`config.mk`:
```
export PLATFORM = sky130hd
export DESIGN_NAME = dclk_lane_seq
export DESIGN_NICKNAME = d
export VERILOG_FILES = /design/src/rtl/dclk_pkg.sv /design/src/rtl/dclk_phase_timer.sv /design/src/rtl/dclk_lane_fsm.sv /design/src/rtl/dclk_en_mux.sv /design/src/rtl/dclk_lane_seq.sv
export SDC_FILE = /design/constraint.sdc
export NUM_CORES = 1
export LEC_CHECK = 0
export ABC_AREA = 1
export BUFFER_PORTS_ARGS = -buffer_cell sky130_fd_sc_hd__clkbuf_2
export CAP_MARGIN = 20
export CORE_ASPECT_RATIO = 2
export CORE_MARGIN = 2
export CORE_UTILIZATION = 40
export CTS_BUF_LIST = sky130_fd_sc_hd__clkbuf_4 sky130_fd_sc_hd__clkbuf_8 sky130_fd_sc_hd__clkbuf_16
export DETAILED_ROUTE_END_ITERATION = 7
export HOLD_SLACK_MARGIN = 0.08
export PLACE_DENSITY_LB_ADDON = 0.3
export SYNTH_ARGS = -nofsm -noshare
export SYNTH_HDL_FRONTEND = slang
export SYNTH_SLANG_ARGS = --single-unit
export TNS_END_PERCENT = 10
```
`constraint.sdc`:
```
create_clock -name clk -period 6.4 [get_ports clk]
set_input_delay 0.64 -clock clk [delete_from_list [all_inputs] [get_ports clk]]
set_output_delay 0.64 -clock clk [all_outputs]
set_load 0.01 [all_outputs]
```
`src/rtl/dclk_pkg.sv`:
```
package dclk_pkg;
   typedef enum logic [3:0] {
      DCLK_PDOWN = 4'd0,
      DCLK_STOP  = 4'd1,
      DCLK_LPX   = 4'd2,
      DCLK_PREP  = 4'd3,
      DCLK_ZERO  = 4'd4,
      DCLK_PRE   = 4'd5,
      DCLK_HS    = 4'd6,
      DCLK_POST  = 4'd7,
      DCLK_TRAIL = 4'd8
   } dclk_state_e;

   localparam int DCLK_NUM_EN = 2;   // index 0: HS enable, index 1: LP enable
endpackage

```
`src/rtl/dclk_phase_timer.sv`:
```
module dclk_phase_timer #(
   parameter int TW = 8
) (
   input  logic          clk,
   input  logic          rst_n,
   input  logic          load,
   input  logic [TW-1:0] load_val,
   output logic          done
);
   logic [TW-1:0] cnt_q;

   always_ff @(posedge clk or negedge rst_n) begin
      if (!rst_n)            cnt_q <= '0;
      else if (load)         cnt_q <= load_val;
      else if (cnt_q != '0)  cnt_q <= cnt_q - 1'b1;
   end

   assign done = (cnt_q == '0);
endmodule

```
`src/rtl/dclk_lane_fsm.sv`:
```
module dclk_lane_fsm
   import dclk_pkg::*;
#(
   parameter int TW = 8
) (
   input  logic          clk,
   input  logic          rst_n,
   input  logic          soft_rst,
   input  logic          pwr_dn,
   input  logic          hs_req,
   input  logic          phase_done,
   input  logic [TW-1:0] t_lpx,
   input  logic [TW-1:0] t_prep,
   input  logic [TW-1:0] t_zero,
   input  logic [TW-1:0] t_pre,
   input  logic [TW-1:0] t_post,
   input  logic [TW-1:0] t_trail,
   output logic          ph_load,
   output logic [TW-1:0] ph_val,
   output dclk_state_e   state,
   output logic          fsm_hs_en,
   output logic          fsm_lp_en,
   output logic          lp_dp,
   output logic          lp_dn,
   output logic          clk_run,
   output logic          data_ok
);
   dclk_state_e st_q, st_d;
   logic [TW-1:0] raw;

   always_comb begin
      st_d = st_q;
      unique case (st_q)
         DCLK_PDOWN: st_d = DCLK_STOP;
         DCLK_STOP:  if (hs_req) st_d = DCLK_LPX;
         DCLK_LPX:   if (phase_done) st_d = DCLK_PREP;
         DCLK_PREP:  if (phase_done) st_d = DCLK_ZERO;
         DCLK_ZERO:  if (phase_done) st_d = DCLK_PRE;
         DCLK_PRE:   if (phase_done) st_d = DCLK_HS;
         DCLK_HS:    if (!hs_req) st_d = DCLK_POST;
         DCLK_POST:  if (phase_done) st_d = DCLK_TRAIL;
         DCLK_TRAIL: if (phase_done) st_d = DCLK_STOP;
         default:    st_d = DCLK_STOP;
      endcase
      if (soft_rst) st_d = DCLK_STOP;
      if (pwr_dn)   st_d = DCLK_PDOWN;
   end

   always_comb begin
      unique case (st_d)
         DCLK_LPX:   raw = t_lpx;
         DCLK_PREP:  raw = t_prep;
         DCLK_ZERO:  raw = t_zero;
         DCLK_PRE:   raw = t_pre;
         DCLK_POST:  raw = t_post;
         DCLK_TRAIL: raw = t_trail;
         default:    raw = '0;
      endcase
      ph_val  = (raw == '0) ? '0 : raw - 1'b1;
      ph_load = (st_d != st_q);
   end

   always_ff @(posedge clk or negedge rst_n) begin
      if (!rst_n) st_q <= DCLK_STOP;
      else        st_q <= st_d;
   end

   always_comb begin
      fsm_hs_en = 1'b0;
      fsm_lp_en = 1'b0;
      lp_dp     = 1'b0;
      lp_dn     = 1'b0;
      clk_run   = 1'b0;
      data_ok   = 1'b0;
      unique case (st_q)
         DCLK_STOP:  begin fsm_lp_en = 1'b1; lp_dp = 1'b1; lp_dn = 1'b1; end
         DCLK_LPX:   begin fsm_lp_en = 1'b1; lp_dn = 1'b1; end
         DCLK_PREP:  fsm_lp_en = 1'b1;
         DCLK_ZERO,
         DCLK_TRAIL: fsm_hs_en = 1'b1;
         DCLK_PRE,
         DCLK_POST:  begin fsm_hs_en = 1'b1; clk_run = 1'b1; end
         DCLK_HS:    begin fsm_hs_en = 1'b1; clk_run = 1'b1; data_ok = 1'b1; end
         default:    ;
      endcase
   end

   assign state = st_q;
endmodule

```
`src/rtl/dclk_en_mux.sv`:
```
module dclk_en_mux (
   input  logic park,
   input  logic fsm_val,
   input  logic ovr_sel,
   input  logic ovr_val,
   output logic en_out
);
   always_comb begin
      if (park)         en_out = 1'b0;
      else if (ovr_sel) en_out = ovr_val;
      else              en_out = fsm_val;
   end
endmodule

```
`src/rtl/dclk_lane_seq.sv`:
```
module dclk_lane_seq
   import dclk_pkg::*;
#(
   parameter int TW = 8
) (
   input  logic          clk,
   input  logic          rst_n,
   input  logic          soft_rst,
   input  logic          pwr_dn,
   input  logic          hs_req,
   input  logic          mbias_rdy,
   input  logic [TW-1:0] t_lpx,
   input  logic [TW-1:0] t_prep,
   input  logic [TW-1:0] t_zero,
   input  logic [TW-1:0] t_pre,
   input  logic [TW-1:0] t_post,
   input  logic [TW-1:0] t_trail,
   input  logic          ovr_hs_sel,
   input  logic          ovr_hs_val,
   input  logic          ovr_lp_sel,
   input  logic          ovr_lp_val,
   output logic          tx_hs_en,
   output logic          tx_lp_en,
   output logic          lp_dp,
   output logic          lp_dn,
   output logic          hs_clk_run,
   output logic          data_ok,
   output logic [3:0]    lane_stat
);
   localparam int NEN = DCLK_NUM_EN;

   if (TW < 2 || TW > 16) begin : g_tw_bad
      $error("dclk_lane_seq: TW must lie in 2..16");
   end

   logic          ph_load, ph_done;
   logic [TW-1:0] ph_val;
   dclk_state_e   state;
   logic          fsm_hs, fsm_lp;
   logic [NEN-1:0] fsm_en, sel_v, val_v, en_v;

   dclk_phase_timer #(.TW(TW)) u_timer (
      .clk(clk), .rst_n(rst_n), .load(ph_load), .load_val(ph_val), .done(ph_done)
   );

   dclk_lane_fsm #(.TW(TW)) u_fsm (
      .clk(clk), .rst_n(rst_n), .soft_rst(soft_rst), .pwr_dn(pwr_dn),
      .hs_req(hs_req), .phase_done(ph_done),
      .t_lpx(t_lpx), .t_prep(t_prep), .t_zero(t_zero), .t_pre(t_pre),
      .t_post(t_post), .t_trail(t_trail),
      .ph_load(ph_load), .ph_val(ph_val), .state(state),
      .fsm_hs_en(fsm_hs), .fsm_lp_en(fsm_lp),
      .lp_dp(lp_dp), .lp_dn(lp_dn), .clk_run(hs_clk_run), .data_ok(data_ok)
   );

   assign fsm_en = {fsm_lp, fsm_hs};
   assign sel_v  = {ovr_lp_sel, ovr_hs_sel};
   assign val_v  = {ovr_lp_val, ovr_hs_val};

   for (genvar g = 0; g < NEN; g++) begin : g_en
      dclk_en_mux u_mux (
         .park(state == DCLK_PDOWN), .fsm_val(fsm_en[g]),
         .ovr_sel(sel_v[g]), .ovr_val(val_v[g]), .en_out(en_v[g])
      );
   end

   assign tx_hs_en  = en_v[0];
   assign tx_lp_en  = en_v[1];
   assign lane_stat = {mbias_rdy, state == DCLK_STOP, 1'b0, fsm_hs};
endmodule

```
Word level (Yosys, flattened, before mapping) --
Index checks and enable logic that the tools add are counted.
Word-level totals: bits in registers 12
Operators by class: mux-type cells 25, reductions and logical operators 9, eq/ne operators 15, add/subtract/negate cells 2
Operators by type and width (number):
- $pmux 8 s6 | 1
- $mux 4 | 10
- $pmux 4 s8 | 1
- $eq 4x3->1 const B | 7
- $mux 8 | 3
- $eq 4x2->1 const B | 4
- $logic_not 8->1 | 2
- $sub 8x1->8 const B | 2
- $mux 1 | 10
- $eq 4x4->1 const B | 2
- $reduce_bool 8->1 | 1
- $reduce_or 3->1 | 2
- $reduce_or 5->1 | 1
- $eq 4x1->1 const B | 1
- $logic_not 4->1 | 1
- $ne 4x4->1 | 1
- $reduce_bool 2->1 | 1
- $reduce_or 2->1 | 1

Longest topological paths before layout --
Gate-level depths: netlist of the first run.
depth in word-level cells 10, gate-level depth with buffers 25

Modules after synthesis --
A second synthesis of the first run with hierarchy kept.
Unflattened totals: cells, all modules 332, area, all modules 1824.2 um2
By module, submodules not included:
- dclk_lane_fsm | times used 1, area an instance 1182.4 um2, cells each 236, seq. area each 101.3 um2
- dclk_phase_timer | times used 1, area an instance 531.8 um2, cells each 71, seq. area each 200.2 um2
- dclk_lane_seq | times used 1, area an instance 60.1 um2, cells each 13, seq. area each 0.0 um2
- dclk_en_mux | times used 2, area an instance 25.0 um2, cells each 6, seq. area each 0.0 um2

Worst setup path after synthesis of the first run --
No wires, ideal clock.
kind reg2reg, start register u_timer.cnt_q[0], end register u_timer.cnt_q[1], stages on the path, launching flop included 21, path slack 3.708 ns, setup time 0.119 ns, data arrival time 2.573 ns, cell sequence dfrtp_1 > inv_1 > ha_1 > nand2_1 > nor2_2 > nand2_1 > nand2_1 > nand2_1 > nor2_4 > nor2_2 > buf_2 > nand3_1 > nand2_1 > nor3_2 > ha_1 > inv_1 > nor2_1 > nand2_1 > nor2_4 > nor3_1 > o21a_1
Between the ends: cells in the longest elaborated chain, start to end 10, elaborated cells between the ends (all ways) 26
RTL lines:
- start: declaration | line dclk_phase_timer.sv:10 | logic [TW-1:0] cnt_q;
- start signal: assignment | line dclk_phase_timer.sv:14 | else if (load) cnt_q <= load_val;
- start signal: assignment | line dclk_phase_timer.sv:15 | else if (cnt_q != '0) cnt_q <= cnt_q - 1'b1;
- $logic_not 8->1 | line dclk_phase_timer.sv:18 | assign done = (cnt_q == '0);
- $mux 4, or another cell as far along | line dclk_lane_fsm.sv:42 | DCLK_TRAIL: if (phase_done) st_d = DCLK_STOP;
- $pmux 4 s8 | line dclk_lane_fsm.sv:33 | unique case (st_q)
- $mux 4 | line dclk_lane_fsm.sv:45 | if (soft_rst) st_d = DCLK_STOP;
- $mux 4 | line dclk_lane_fsm.sv:46 | if (pwr_dn) st_d = DCLK_PDOWN;
- $eq 4x4->1, or another cell as far along | line dclk_lane_fsm.sv:50 | unique case (st_d)
- $pmux 8 s6 | line dclk_lane_fsm.sv:50
- $sub 8x1->8 or $logic_not 8->1 (tied branches) | line dclk_lane_fsm.sv:59 | ph_val = (raw == '0) ? '0 : raw - 1'b1;
- $mux 8 | line dclk_lane_fsm.sv:59
- $mux 8 | line dclk_phase_timer.sv:14
Several ways; a longest one is shown, not always the timed one. The select of a mux whose other input is x is not followed. A chain may end at the register's enable or synchronous reset.

Worst setup path in the final report of the first run --
start register u_timer.cnt_q[0], end register u_timer.cnt_q[3]
Same word-level chain as after synthesis.

==> impl_metrics.yaml, run 1 <==
sta:
  rsz0062_at_grt: "no"
  post-route-period-util_pct: 53.4
  period_needed_ps: 3420
  max_freq_mhz: 293
  finalHoldViolations: 0
  fin_skew_ps: 3.08
  tns_ps: 0
  setup_viol: 0
  worstMarginPinSlew_ps: 750
  slew_violations: 0
  maxSlewHeadroom_pct: 49.8
final_layout:
  syn_to_final_growth_pct: 21.0
  nets: 426
  final_common_cell: "nand2_1"
  utilization_pct: 49.8
  diodes: 0
  final_cell_mix: "nand2_1 (96), clkbuf_2 (64), inv_1 (36)"
  stdcell_count: 418
  drive_gt1_share_pct: 28.0
synthesis:
  synth_top_flop_cell: "dfrtp_1"
  avgSynthCellArea_um2: 5.76
  syn_inst: 307
  ys_seq_elements: 12
  syn_nets: 368
  synth_edf_count: 0
  netlist-cell-type-count: 34
  syn-cell-area_um2: 1770
  synthArstFlopShare_pct: 100
  synth_warnings: 0
  ys_seq_area_share_pct: 17.1
clock_network:
  cts_inserted_buffers: 3
  clock_tree.root_cell: "clkbuf_8"
  clk_pin_slew_ps: 50
  cts_max_path_buffers: 2
  cts_resized: 0
  cts.sinks: 12
  htreeDepth: 1
  clk_latency_ps: 240
  holdBufCountCts: 0
  cts_setup_buffers: 0
  tritoncts: "yes"
route:
  drc: 0
  postRouteAntennaNets: 0
  drt-pass1-iter-count: 5
  vias: 2125
  viasPerCell: 5.08
  post_drt_wl_per_cell_um: 11.5
  wirelength_mm: 4.82
  drtIter0Drc: 30
power_and_ir_drop:
  power_uw: 425
  p_leak_uw: 0.00127
  peakVddDrop_mv: 0.105
  power_density_nw_per_um2: 199
place:
  port_buffers: 64
  place_congestion: 0.879
  placed_cells: 414
  place_hpwl_mm: 4.14
critical_path:
  crit_chain: "inv_1 > ha_1 > nand2_1 > nor2_1 > nand2_1 > nand2_1 > nand3_1 > nor2_1 > nor2_2 > nand3_1 > nand2_1 > nor3_2 > ha_1 > inv_1 > nor2_1 > nand2_1 > nor2_4 > nor2_4 > nand3_1 > a21oi_1"
  crit_type: "reg -> reg"
  cp-end-kind: "flip-flop"
  crit_fanout: 16
  crit_start: "u_timer.cnt_q[0]"
  worst_path_most_repeated_cell: "nand2_1"
  r2r_start: "u_timer.cnt_q[0]"
  startpoint_type: "flip-flop"
  path_buf_inv: 2
  crit_slowest_cell: "nor2_1"
  path_delay_family: "simple AND/OR/NAND/NOR gates"
  max_stage_delay_ps: 580
  crit_arrival_ps: 3530
  cp_data_required_time_ps: 6510
global_route:
  antenna_found_initial: 0
  gr-usage-all-layers_pct: 20.6
  grt_pass1_wl_mm: 8.21
  grt_max_degree: 25
  grt_pass1_vias: 2083
  overflow: 0
die:
  die_w_um: 51.0
  pin_count: 68
  core-area_um2: 4300
  dieHeight_um: 98.0
  initial_core_util_pct: 41.1
  die_area_um2: 5000
  placementRows: 34
outcome:
  status: "completed"
hold_path:
  hold_path.class: "in -> async"
job:
  cap_violations: 0
## metrics by stage
step,setup WS [ps],area (um^2),hold WS (ps)
after global placement,3120,2080,539
after global routing,2500,2140,298
after floorplan,3710,1770,344
after detailed placement,2980,2080,536
final,2980,2140,280
after CTS,2940,2140,285
## cell usage after synthesis, types with 2 or more instances
cell     count  area, um^2
nand2_1     96         360
nand4_1     18         113
o21ai_1      5        25.0
a22oi_1      3        22.5
ha_1         3        37.5
nor3_1       4        20.0
inv_2        7        26.3
nand2_2      5        31.3
nand3_1     32         160
dfrtp_1     11         275
buf_4        4        30.0
inv_1       36         135
nor2_2       9        56.3
nor2_4       6        67.6
o21ai_0      7        35.0
buf_2        6        30.0
xor2_1       5        43.8
xnor2_1      2        17.5
nor2_1      26        97.6
a21oi_1      8        40.0
## cells by family (layout without fill, tap and decap cells)
logic type,count (synthesis),count (layout),synth area share (%)
buf+inv,55,112,13.4
compound gates,28,28,9.70
xor+xnor,7,7,3.47
other cells,1,1,0.212
flops,12,12,17.1
simple gates,201,201,54.1
fa+ha+maj,3,3,2.12
## flip-flops by register name, indices dropped and copies added, names as in the netlist
register / cells
u_fsm.state: 4
u_timer.cnt_q: 8
## layer usage
| layer | track usage, % | share of wire, % | up-vias |
|---|---|---|---|
| met5 | 0 | 0 | - |
| li1 | - | - | 1099 |
| met4 | 14.3 | 6.9 | 0 |
| met2 | 39.9 | 54 | 86 |
| met1 | 18.8 | 35 | 915 |
| met3 | 1.53 | 3.9 | 25 |
## final cells by class
| class | instances | area [um^2] |
|---|---|---|
| multi-input combinational | 240 | 1230 |
| timing repair buffer | 64 | 320 |
| clock buffer | 4 | 55.1 |
| inverter | 44 | 165 |
| fill | 476 | 2160 |
| tap | 54 | 67.6 |
| sequential | 12 | 302 |
## worst paths after layout
path | endpoint | slack, ps | depth (start not counted)
setup / recovery | u_timer.cnt_q[3] | 2980 | 20
hold / removal | u_fsm.state[3] | 280 | 1
setup reg to reg | u_timer.cnt_q[3] | 2980 | 20
hold reg to reg | u_timer.cnt_q[0] | 600 | 2
max in group asynchronous | u_fsm.state[0] | 5840 | 1
min in group clk | u_timer.cnt_q[0] | 600 | 2
## power by group
group | switching, uW | internal, uW | leakage (uW)
registers | 17.8 | 97.6 | 0.000156
clock network | 26.1 | 54.2 | 0.0000288
logic | 136 | 93.4 | 0.00109
total | 180 | 245 | 0.00127
Power figures use the tool's default switching activity.
==> run 2: changes to the inputs <==
==> constraint.sdc (replaced) <==
create_clock -name clk -period 3.4 [get_ports clk]
set_input_delay 0.34 -clock clk [delete_from_list [all_inputs] [get_ports clk]]
set_output_delay 0.34 -clock clk [all_outputs]
set_load 0.01 [all_outputs]
==> run 2 against run 1 <==
Effect of this change: power grew 89%; maximum frequency rose by 16%; utilization is 1.5 points higher; worst hold slack better by 41 ps; sequential power rose by 89%; register-to-register slack got worse by 2500 ps; critical path type unchanged; largest power group unchanged; highest routed layer unchanged.
==> impl_metrics.yaml, run 2 (synthesis gave the netlist of run 1 again) <==
place:
  place_hpwl_mm: 4.24
  place_congestion: 0.873
  port_buffers: 64
clock_network:
  htreeDepth: 1
  tritoncts: "yes"
  cts_max_path_buffers: 2
  cts.sinks: 12
  clock_tree.root_cell: "clkbuf_8"
  clk_latency_ps: 240
  clk_pin_slew_ps: 50
  cts_inserted_buffers: 3
sta:
  period_needed_ps: 2960
  fin_skew_ps: 2.24
  setup_viol: 0
  post-route-period-util_pct: 86.9
  finalHoldViolations: 0
  rsz0062_at_grt: "no"
  max_freq_mhz: 338
  tns_ps: 0
  whs_ps: 321
  slew_violations: 0
global_route:
  grt_pass1_vias: 2080
  antenna_found_initial: 0
  grt_pass1_wl_mm: 8.40
  overflow: 0
  gr-usage-all-layers_pct: 21.5
  grt_max_degree: 24
die:
  dieHeight_um: 98.0
  pin_count: 68
  placementRows: 34
  initial_core_util_pct: 41.1
  die_area_um2: 5000
  die_w_um: 51.0
  core-area_um2: 4300
final_layout:
  nets: 432
  final_cell_mix: "nand2_1 (96), clkbuf_2 (64), inv_1 (36)"
  drive_gt1_share_pct: 29.2
  diodes: 0
  syn_to_final_growth_pct: 24.7
  regMostFlops: "u_timer.cnt_q"
  largest_reg_flops: 8
  final_common_cell: "nand2_1"
route:
  wirelength_mm: 5.00
  post_drt_wl_per_cell_um: 11.8
  drt-pass1-iter-count: 4
  postRouteAntennaNets: 0
  drc: 0
  viasPerCell: 4.94
  vias: 2096
  drtIter0Drc: 24
critical_path:
  startpoint_type: "flip-flop"
  crit_type: "reg -> reg"
  cp-end-kind: "flip-flop"
  crit_arrival_ps: 3100
  cp_data_required_time_ps: 3550
  crit_fanout: 9
outcome:
  status: "completed"
power_and_ir_drop:
  peakVddDrop_mv: 0.194
  p_leak_uw: 0.00131
  power_density_nw_per_um2: 364
  power_uw: 802
job:
  cap_violations: 0
hold_path:
  hold_path.class: "in -> reg"
run 2: cell count changes in the layout (fill, tap and decap cells not counted), sizes merged:
| cell | previous run | this run |
|---|---|---|
| dlygate4sd3 | 0 | 1 |
| buf | 0 | 5 |
run 2: report_power, final:
| part | total [uW] | internal, uW | switching, uW |
|---|---|---|---|
| Combinational | 447 | 178 | 268 |
| Sequential | 217 | 184 | 33.1 |
| Clock | 139 | 90.3 | 48.7 |
run 2: critical path, cell delays in order, from the launching register on:
cell and delay, ps:
dfrtp_1 360, inv_1 100, ha_1 260, nand2_1 70, nor2_1 90, nand2_1 160, nand2_1 110, nand2_1 100
nor2_4 150, nand2_4 110, nand2_2 200, nand4_1 130, nand2_1 100, inv_2 30, nand2_1 60, nor2_2 50
ha_1 170, inv_1 50, nor2_1 40, nand2_1 90, nor2_4 60, nor2_4 150, nand2_1 70, a22oi_1 150
run 2: worst paths after layout:
kind | cells past startpoint | to | slack, ps | startpoint
max in group asynchronous | 2 | u_fsm.state[0] | 2600 | rst_n
min in group asynchronous | 2 | u_timer.cnt_q[5] | 520 | rst_n
min | 2 | u_fsm.state[0] | 320 | pwr_dn
max | 23 | u_timer.cnt_q[0] | 440 | u_timer.cnt_q[0]
max reg2reg | 23 | u_timer.cnt_q[0] | 440 | u_timer.cnt_q[0]
min reg2reg | 3 | u_timer.cnt_q[1] | 590 | u_timer.cnt_q[1]
run 2: final cells by class:
cell class | instances | area (um^2)
fill | 479 | 2090
multi-input combinational | 240 | 1250
timing repair buffer | 70 | 372
sequential | 12 | 302
inverter | 44 | 165
tap | 54 | 67.6
clock buffer | 4 | 48.8
run 2: what timing repair did:
item,4_1_cts,5_1_grt
hold buffers,1,0
gates resized for setup,0,5
buffers inserted,0,2
endpoints found under the setup margin,0,8
hold endpoints to repair,11,0
run 2: routing by layer:
| metal | GRT usage, % | part of all wire (%) |
|---|---|---|
| met1 | 19.8 | 34 |
| met2 | 41.8 | 55 |
| met3 | 1.22 | 4.0 |
| met4 | 14.3 | 6.5 |
| met5 | 0 | 0 |
run 2: stage by stage:
step / cell area [um^2] / utilization [%] / instances / setup WS [ps]
5_1_grt: 2200 / 51.3 / 424 / 29.9
3_3_place_gp: 2110 / 49.0 / 417 / 238
2_1_floorplan: 1770 / - / 307 / 708
4_1_cts: 2170 / 50.4 / 422 / 151
3_5_place_dp: 2110 / 49.0 / 417 / 168
6_report: 2200 / 51.3 / 424 / 444
